--- config.mk ---
export PLATFORM = sky130hd
export DESIGN_NAME = cfg_xlate
export DESIGN_NICKNAME = d
export VERILOG_FILES = /design/src/rtl/cfg_xlate_pkg.sv /design/src/rtl/cfg_filter.sv /design/src/rtl/cfg_route.sv /design/src/rtl/cfg_xlate.sv
export SDC_FILE = /design/constraint.sdc
export NUM_CORES = 1
export LEC_CHECK = 0
export ABC_AREA = 1
export CAP_MARGIN = 0
export CORE_MARGIN = 3
export CORE_UTILIZATION = 43
export DETAILED_ROUTE_END_ITERATION = 10
export PLACE_DENSITY = 0.87
export SLEW_MARGIN = 20
export SYNTH_ARGS = -nofsm -noshare
export SYNTH_HDL_FRONTEND = slang
export SYNTH_SLANG_ARGS = --single-unit
--- constraint.sdc ---
create_clock -name clk -period 2.75 [get_ports clk]
set_clock_uncertainty 0.05 [all_clocks]
set_input_delay 0.825 -clock clk [delete_from_list [all_inputs] [get_ports clk]]
set_output_delay 0.825 -clock clk [all_outputs]
set_load 0.1 [all_outputs]
--- src/rtl/cfg_xlate_pkg.sv ---
package cfg_xlate_pkg;

  typedef enum logic [4:0] {
    RT_MEM  = 5'd0,
    RT_IO   = 5'd2,
    RT_CFG0 = 5'd4,
    RT_CFG1 = 5'd5
  } region_type_e;

  typedef enum logic [1:0] {
    ST_IDLE  = 2'd0,
    ST_ISSUE = 2'd1,
    ST_RESP  = 2'd2
  } xl_state_e;

endpackage

--- src/rtl/cfg_filter.sv ---
module cfg_filter #(
  parameter int BUS_W        = 8,
  parameter int DEV_W        = 5,
  parameter int BUS0_MAX_DEV = 1,
  parameter int BUS1_MAX_DEV = 0
) (
  input  logic [BUS_W-1:0] bus,
  input  logic [DEV_W-1:0] dev,
  output logic             ok
);
  localparam logic [DEV_W-1:0] LIM0 = DEV_W'(BUS0_MAX_DEV);
  localparam logic [DEV_W-1:0] LIM1 = DEV_W'(BUS1_MAX_DEV);

  always_comb begin
    ok = 1'b1;
    if (bus == BUS_W'(0) && dev > LIM0) ok = 1'b0;
    if (bus == BUS_W'(1) && dev > LIM1) ok = 1'b0;
  end
endmodule

--- src/rtl/cfg_route.sv ---
module cfg_route
  import cfg_xlate_pkg::*;
#(
  parameter int              BUS_W      = 8,
  parameter int              DEV_W      = 5,
  parameter int              FN_W       = 3,
  parameter int              OFF_W      = 12,
  parameter int              ADDR_W     = 32,
  parameter int              CTRL_W     = 32,
  parameter int              TGT_FN_LSB = 16,
  parameter logic [ADDR_W-1:0] LOCAL_BASE = 32'h01FF_C000,
  parameter logic [ADDR_W-1:0] CFG_BASE   = 32'h01F0_0000
) (
  input  logic [BUS_W-1:0]  bus,
  input  logic [DEV_W-1:0]  dev,
  input  logic [FN_W-1:0]   fn,
  input  logic [OFF_W-1:0]  off,
  output logic              is_local,
  output logic [ADDR_W-1:0] addr,
  output logic [4:0]        rtype,
  output logic [CTRL_W-1:0] ctrl,
  output logic [TGT_FN_LSB+FN_W+DEV_W+BUS_W-1:0] target
);
  localparam int TGT_DEV_LSB = TGT_FN_LSB + FN_W;
  localparam int TGT_BUS_LSB = TGT_DEV_LSB + DEV_W;
  localparam int TGT_W       = TGT_BUS_LSB + BUS_W;

  logic [OFF_W-1:0] off_al;

  always_comb begin
    off_al   = off & ~OFF_W'(3);
    is_local = (bus == BUS_W'(0));
    target   = '0;
    ctrl     = '0;
    rtype    = 5'(RT_MEM);
    if (is_local) begin
      addr = LOCAL_BASE + ADDR_W'(off_al);
    end else begin
      addr = CFG_BASE + ADDR_W'(off_al);
      ctrl[CTRL_W-1] = 1'b1;
      rtype = (bus == BUS_W'(1)) ? 5'(RT_CFG0) : 5'(RT_CFG1);
      target[TGT_W-1:TGT_BUS_LSB]       = bus;
      target[TGT_BUS_LSB-1:TGT_DEV_LSB] = dev;
      target[TGT_DEV_LSB-1:TGT_FN_LSB]  = fn;
    end
  end
endmodule

--- src/rtl/cfg_xlate.sv ---
module cfg_xlate
  import cfg_xlate_pkg::*;
#(
  parameter int              BUS_W        = 8,
  parameter int              DEV_W        = 5,
  parameter int              FN_W         = 3,
  parameter int              OFF_W        = 12,
  parameter int              DATA_W       = 32,
  parameter int              ADDR_W       = 32,
  parameter int              CTRL_W       = 32,
  parameter int              TGT_FN_LSB   = 16,
  parameter int              BUS0_MAX_DEV = 1,
  parameter int              BUS1_MAX_DEV = 0,
  parameter logic [ADDR_W-1:0] LOCAL_BASE = 32'h01FF_C000,
  parameter logic [ADDR_W-1:0] CFG_BASE   = 32'h01F0_0000
) (
  input  logic              clk,
  input  logic              rst,
  input  logic              req_valid,
  output logic              req_ready,
  input  logic [BUS_W-1:0]  req_bus,
  input  logic [DEV_W-1:0]  req_dev,
  input  logic [FN_W-1:0]   req_fn,
  input  logic [OFF_W-1:0]  req_off,
  input  logic              req_write,
  input  logic [DATA_W-1:0] req_wdata,
  output logic              dn_valid,
  output logic              dn_local,
  output logic [ADDR_W-1:0] dn_addr,
  output logic [4:0]        dn_type,
  output logic [CTRL_W-1:0] dn_ctrl,
  output logic [TGT_FN_LSB+FN_W+DEV_W+BUS_W-1:0] dn_target,
  output logic              dn_write,
  output logic [DATA_W-1:0] dn_wdata,
  input  logic              dn_done,
  input  logic              dn_fault,
  input  logic [DATA_W-1:0] dn_rdata,
  output logic              rsp_valid,
  input  logic              rsp_ready,
  output logic [DATA_W-1:0] rsp_rdata,
  output logic              rsp_err
);
  localparam int TGT_W = TGT_FN_LSB + FN_W + DEV_W + BUS_W;

  xl_state_e         state;
  logic              tgt_ok;
  logic              r_local;
  logic [ADDR_W-1:0] r_addr;
  logic [4:0]        r_type;
  logic [CTRL_W-1:0] r_ctrl;
  logic [TGT_W-1:0]  r_target;

  cfg_filter #(
    .BUS_W(BUS_W), .DEV_W(DEV_W),
    .BUS0_MAX_DEV(BUS0_MAX_DEV), .BUS1_MAX_DEV(BUS1_MAX_DEV)
  ) u_filter (
    .bus(req_bus), .dev(req_dev), .ok(tgt_ok)
  );

  cfg_route #(
    .BUS_W(BUS_W), .DEV_W(DEV_W), .FN_W(FN_W), .OFF_W(OFF_W),
    .ADDR_W(ADDR_W), .CTRL_W(CTRL_W), .TGT_FN_LSB(TGT_FN_LSB),
    .LOCAL_BASE(LOCAL_BASE), .CFG_BASE(CFG_BASE)
  ) u_route (
    .bus(req_bus), .dev(req_dev), .fn(req_fn), .off(req_off),
    .is_local(r_local), .addr(r_addr), .rtype(r_type),
    .ctrl(r_ctrl), .target(r_target)
  );

  assign req_ready = (state == ST_IDLE);

  always_ff @(posedge clk) begin
    if (rst) begin
      state     <= ST_IDLE;
      dn_valid  <= 1'b0;
      dn_local  <= 1'b0;
      dn_addr   <= '0;
      dn_type   <= '0;
      dn_ctrl   <= '0;
      dn_target <= '0;
      dn_write  <= 1'b0;
      dn_wdata  <= '0;
      rsp_valid <= 1'b0;
      rsp_rdata <= '0;
      rsp_err   <= 1'b0;
    end else begin
      case (state)
        ST_IDLE: begin
          if (req_valid) begin
            dn_write <= req_write;
            if (tgt_ok) begin
              dn_valid  <= 1'b1;
              dn_local  <= r_local;
              dn_addr   <= r_addr;
              dn_type   <= r_type;
              dn_ctrl   <= r_ctrl;
              dn_target <= r_target;
              dn_wdata  <= req_wdata;
              state     <= ST_ISSUE;
            end else begin
              rsp_valid <= 1'b1;
              rsp_err   <= 1'b1;
              rsp_rdata <= req_write ? '0 : '1;
              state     <= ST_RESP;
            end
          end
        end
        ST_ISSUE: begin
          if (dn_done) begin
            dn_valid  <= 1'b0;
            rsp_valid <= 1'b1;
            rsp_err   <= dn_fault;
            if (dn_write)      rsp_rdata <= '0;
            else if (dn_fault) rsp_rdata <= '1;
            else               rsp_rdata <= dn_rdata;
            state <= ST_RESP;
          end
        end
        ST_RESP: begin
          if (rsp_ready) begin
            rsp_valid <= 1'b0;
            state     <= ST_IDLE;
          end
        end
        default: state <= ST_IDLE;
      endcase
    end
  end
endmodule

==> reports/metrics.cfg <==
[run_status]
status = finished, final reports clean

[setup_path]
r2r_cells = 8
path_class = primary input to flop
reg2reg_to = rsp_rdata[19]$_SDFFE_PP0P_
cp-end-kind = flop
r2r_start = state[0]$_SDFFE_PP0P_
crit_required_ns = 2.93
cp_max_fo = 27
cp-start-kind = primary input
crit_arrival_ns = 2.42
reg2reg_setup_slack_ns = 0.90

[synth]
ys_seq_area_share_pct = 39.9
synthCells = 682
synth.avg_cell_area_um2 = 7.35
ys_ff_latch = 100
synth_compound_area_share_pct = 13.3
synth_xor_area_share_pct = 0
synth.distinct_cells = 22
synth_simple_gate_area_share_pct = 28.0
synth.area.top_cells = dfxtp_1 (40%), a21oi_1 (13%), buf_4 (12%)
synthMuxAreaShare_pct = 0
netlist.area_leader.share_pct = 39.9
synth_common_cells = a21oi_1 (132), nand2_1 (106), dfxtp_1 (100), nand3_1 (98), buf_4 (79)
async_flop_share_pct = 0
yosys.area_share.adder_pct = 0
yosysMostFrequentCell = a21oi_1
synth_edf_count = 0
ys_warn_count = 0
synth_top_flop_cell = dfxtp_1
yosysTopAreaCell = dfxtp_1
syn_area_um2 = 5010
synth_top_family_by_area = simple AND/OR/NAND/NOR gates

[global_routing]
grt_overflow_total = 0
grt_max_degree = 67
grt_pass1_wl_mm = 21.3
antenna_found_initial = 0
grt_usage_pct = 20.0
grt_pass1_vias = 4269

[timing]
rsz0062_at_grt = no
max_slew.worst_pin.slew_ns = 0.741
finalSetupViolCount = 0
timing.hold.ws_ns = 0.414
max-slew-margin-rel_pct = 50.5
slew_violations = 0
fin_crit_sh_pct = 81.7
hold_violations = 0
period_needed_ns = 2.25
worst_slack_ns = 0.504
fin_setup_tns_ns = 0
max_freq_ghz = 0.445

[placement]
placed_area_um2 = 6510
place_congestion = 0.780
dp_hpwl_mm = 9.39
dp_cells = 977
port_buffers = 206
dp_slack_ns = 0.155

[die]
io_pins = 270
rows = 38
die-area_um2 = 13000
core_area_um2 = 11100
fp.dieH_um = 114
fp.dieW_um = 114
initial_core_util_pct = 45.1

[power]
peakVddDrop_v = 0.000438
powerDensity_nw_per_um2 = 716
power_mw = 4.86
leakage_nw = 3.01

[finish]
area_growth_pct = 35.3
layout.cells.non_filler = 993
multiInputGateArea_um2 = 2300
antennaDiodeCount = 0
regArea_um2 = 2000
fin_util_pct = 61.0
final_area_um2 = 6780
fill_cells = 1016
drive_above_1_share_pct = 21.7
num-nets-final = 947

[clock_network]
cts_buffer_depth = 2
clk_pin_slew_ns = 0.07
insertion_delay_ns = 0.33
cts_tree = yes
cts_resized = 0
htree_num_levels = 3
hold_buffers = 0
clkSinkCount = 100
cts_buffers = 9
post_cts_buffers = 0
cts_root_buffer = clkbuf_16

[detailed_routing]
finalWirelength_mm = 13.7
drc = 0
drtPass1Iterations = 4
drtIter0Drc = 350
wl_per_cell_um = 13.8
ant_nets = 0
vias = 4822
vias_per_cell = 4.86

[min_path]
hp-start = dn_target[27]$_SDFFE_PP0P_
hp-class = flop to flop
whs_endpoint = dn_target[27]$_SDFFE_PP0P_
hold_depth = 2

[job]
maxCapViolCount = 0

[worst max-delay path, cell delays in order]
cell and delay, ns:
clkdlybuf4s50_1 0.53, nand2_1 0.07, nor2_1 0.17, nand3_2 0.16, nand3_2 0.24, buf_12 0.20, nand3_1 0.08, nand2_1 0.09
nor2_1 0.05
[area by class of cell]
| cell class | instances | area share (%) |
|---|---|---|
| flip-flops and latches | 100 | 29.5 |
| clock inverters | 4 | 0.369 |
| multi-input cells | 496 | 33.9 |
| inverters | 22 | 1.22 |
| repair buffers | 219 | 28.8 |
| well taps | 140 | 2.58 |
| clock buffers | 12 | 3.63 |
[layout by cell type, fill, tap and decap left out, types with 6 or more instances in the layout]
cell / Yosys / routed
buf_4: 79 / 117
nand2_1: 106 / 106
clkdlybuf4s50_1: 0 / 95
a21oi_1: 132 / 132
inv_1: 18 / 18
nand3_1: 98 / 98
clkbuf_16: 0 / 9
or2_2: 32 / 32
dfxtp_1: 100 / 100
nor2_1: 54 / 53
buf_12: 0 / 6
conb_1: 1 / 61
[power breakdown]
part	switching, mW	total [mW]	leakage (nW)	internal (mW)
clock network	0.529	1.17	0.129	0.636
logic	1.61	2.06	2.07	0.452
registers	0.0641	1.63	0.821	1.56
[layer usage]
layer	wire (µm)	share of wire, %	track usage (%)
met5	0	0	0
met4	185	1.4	5.62
met2	6490	47	32.5
met3	1360	9.9	6.47
met1	5640	41	25.4
[registers in the layout (all words and copies together), names as in the netlist]
| register | flops |
|---|---|
| rsp_err | 1 |
| rsp_rdata | 32 |
| dn_addr | 12 |
| rsp_valid | 1 |
| dn_type | 1 |
| dn_target | 16 |
| dn_ctrl | 1 |
| dn_wdata | 32 |
| dn_write | 1 |
| dn_valid | 1 |
| state | 2 |
[kinds of logic (layout without fill, tap and decap cells)]
family	Yosys count	in the layout
and+or+nand+nor	302	302
other	1	61
buffers and inverters	146	257
AOI/OAI and AO/OA	133	133
DFF	100	100
[how the worst max path moves through the flow]
stage               cells past startpoint  slack (ns)                startpoint                    endpoint
floorplan                               1        0.41  dn_addr[19]$_SDFFE_PP0P_                 dn_addr[14]
global placement                        9        0.15                req_bus[0]  rsp_rdata[20]$_SDFFE_PP0P_
detailed placement                      9        0.15                req_bus[0]  rsp_rdata[20]$_SDFFE_PP0P_
CTS                                     9        0.51                req_bus[0]  rsp_rdata[20]$_SDFFE_PP0P_
global route                           10        0.36                req_bus[5]  rsp_rdata[22]$_SDFFE_PP0P_
finish                                  9        0.50                req_bus[0]  rsp_rdata[20]$_SDFFE_PP0P_
No activity file was read; power rests on OpenSTA's default activity.
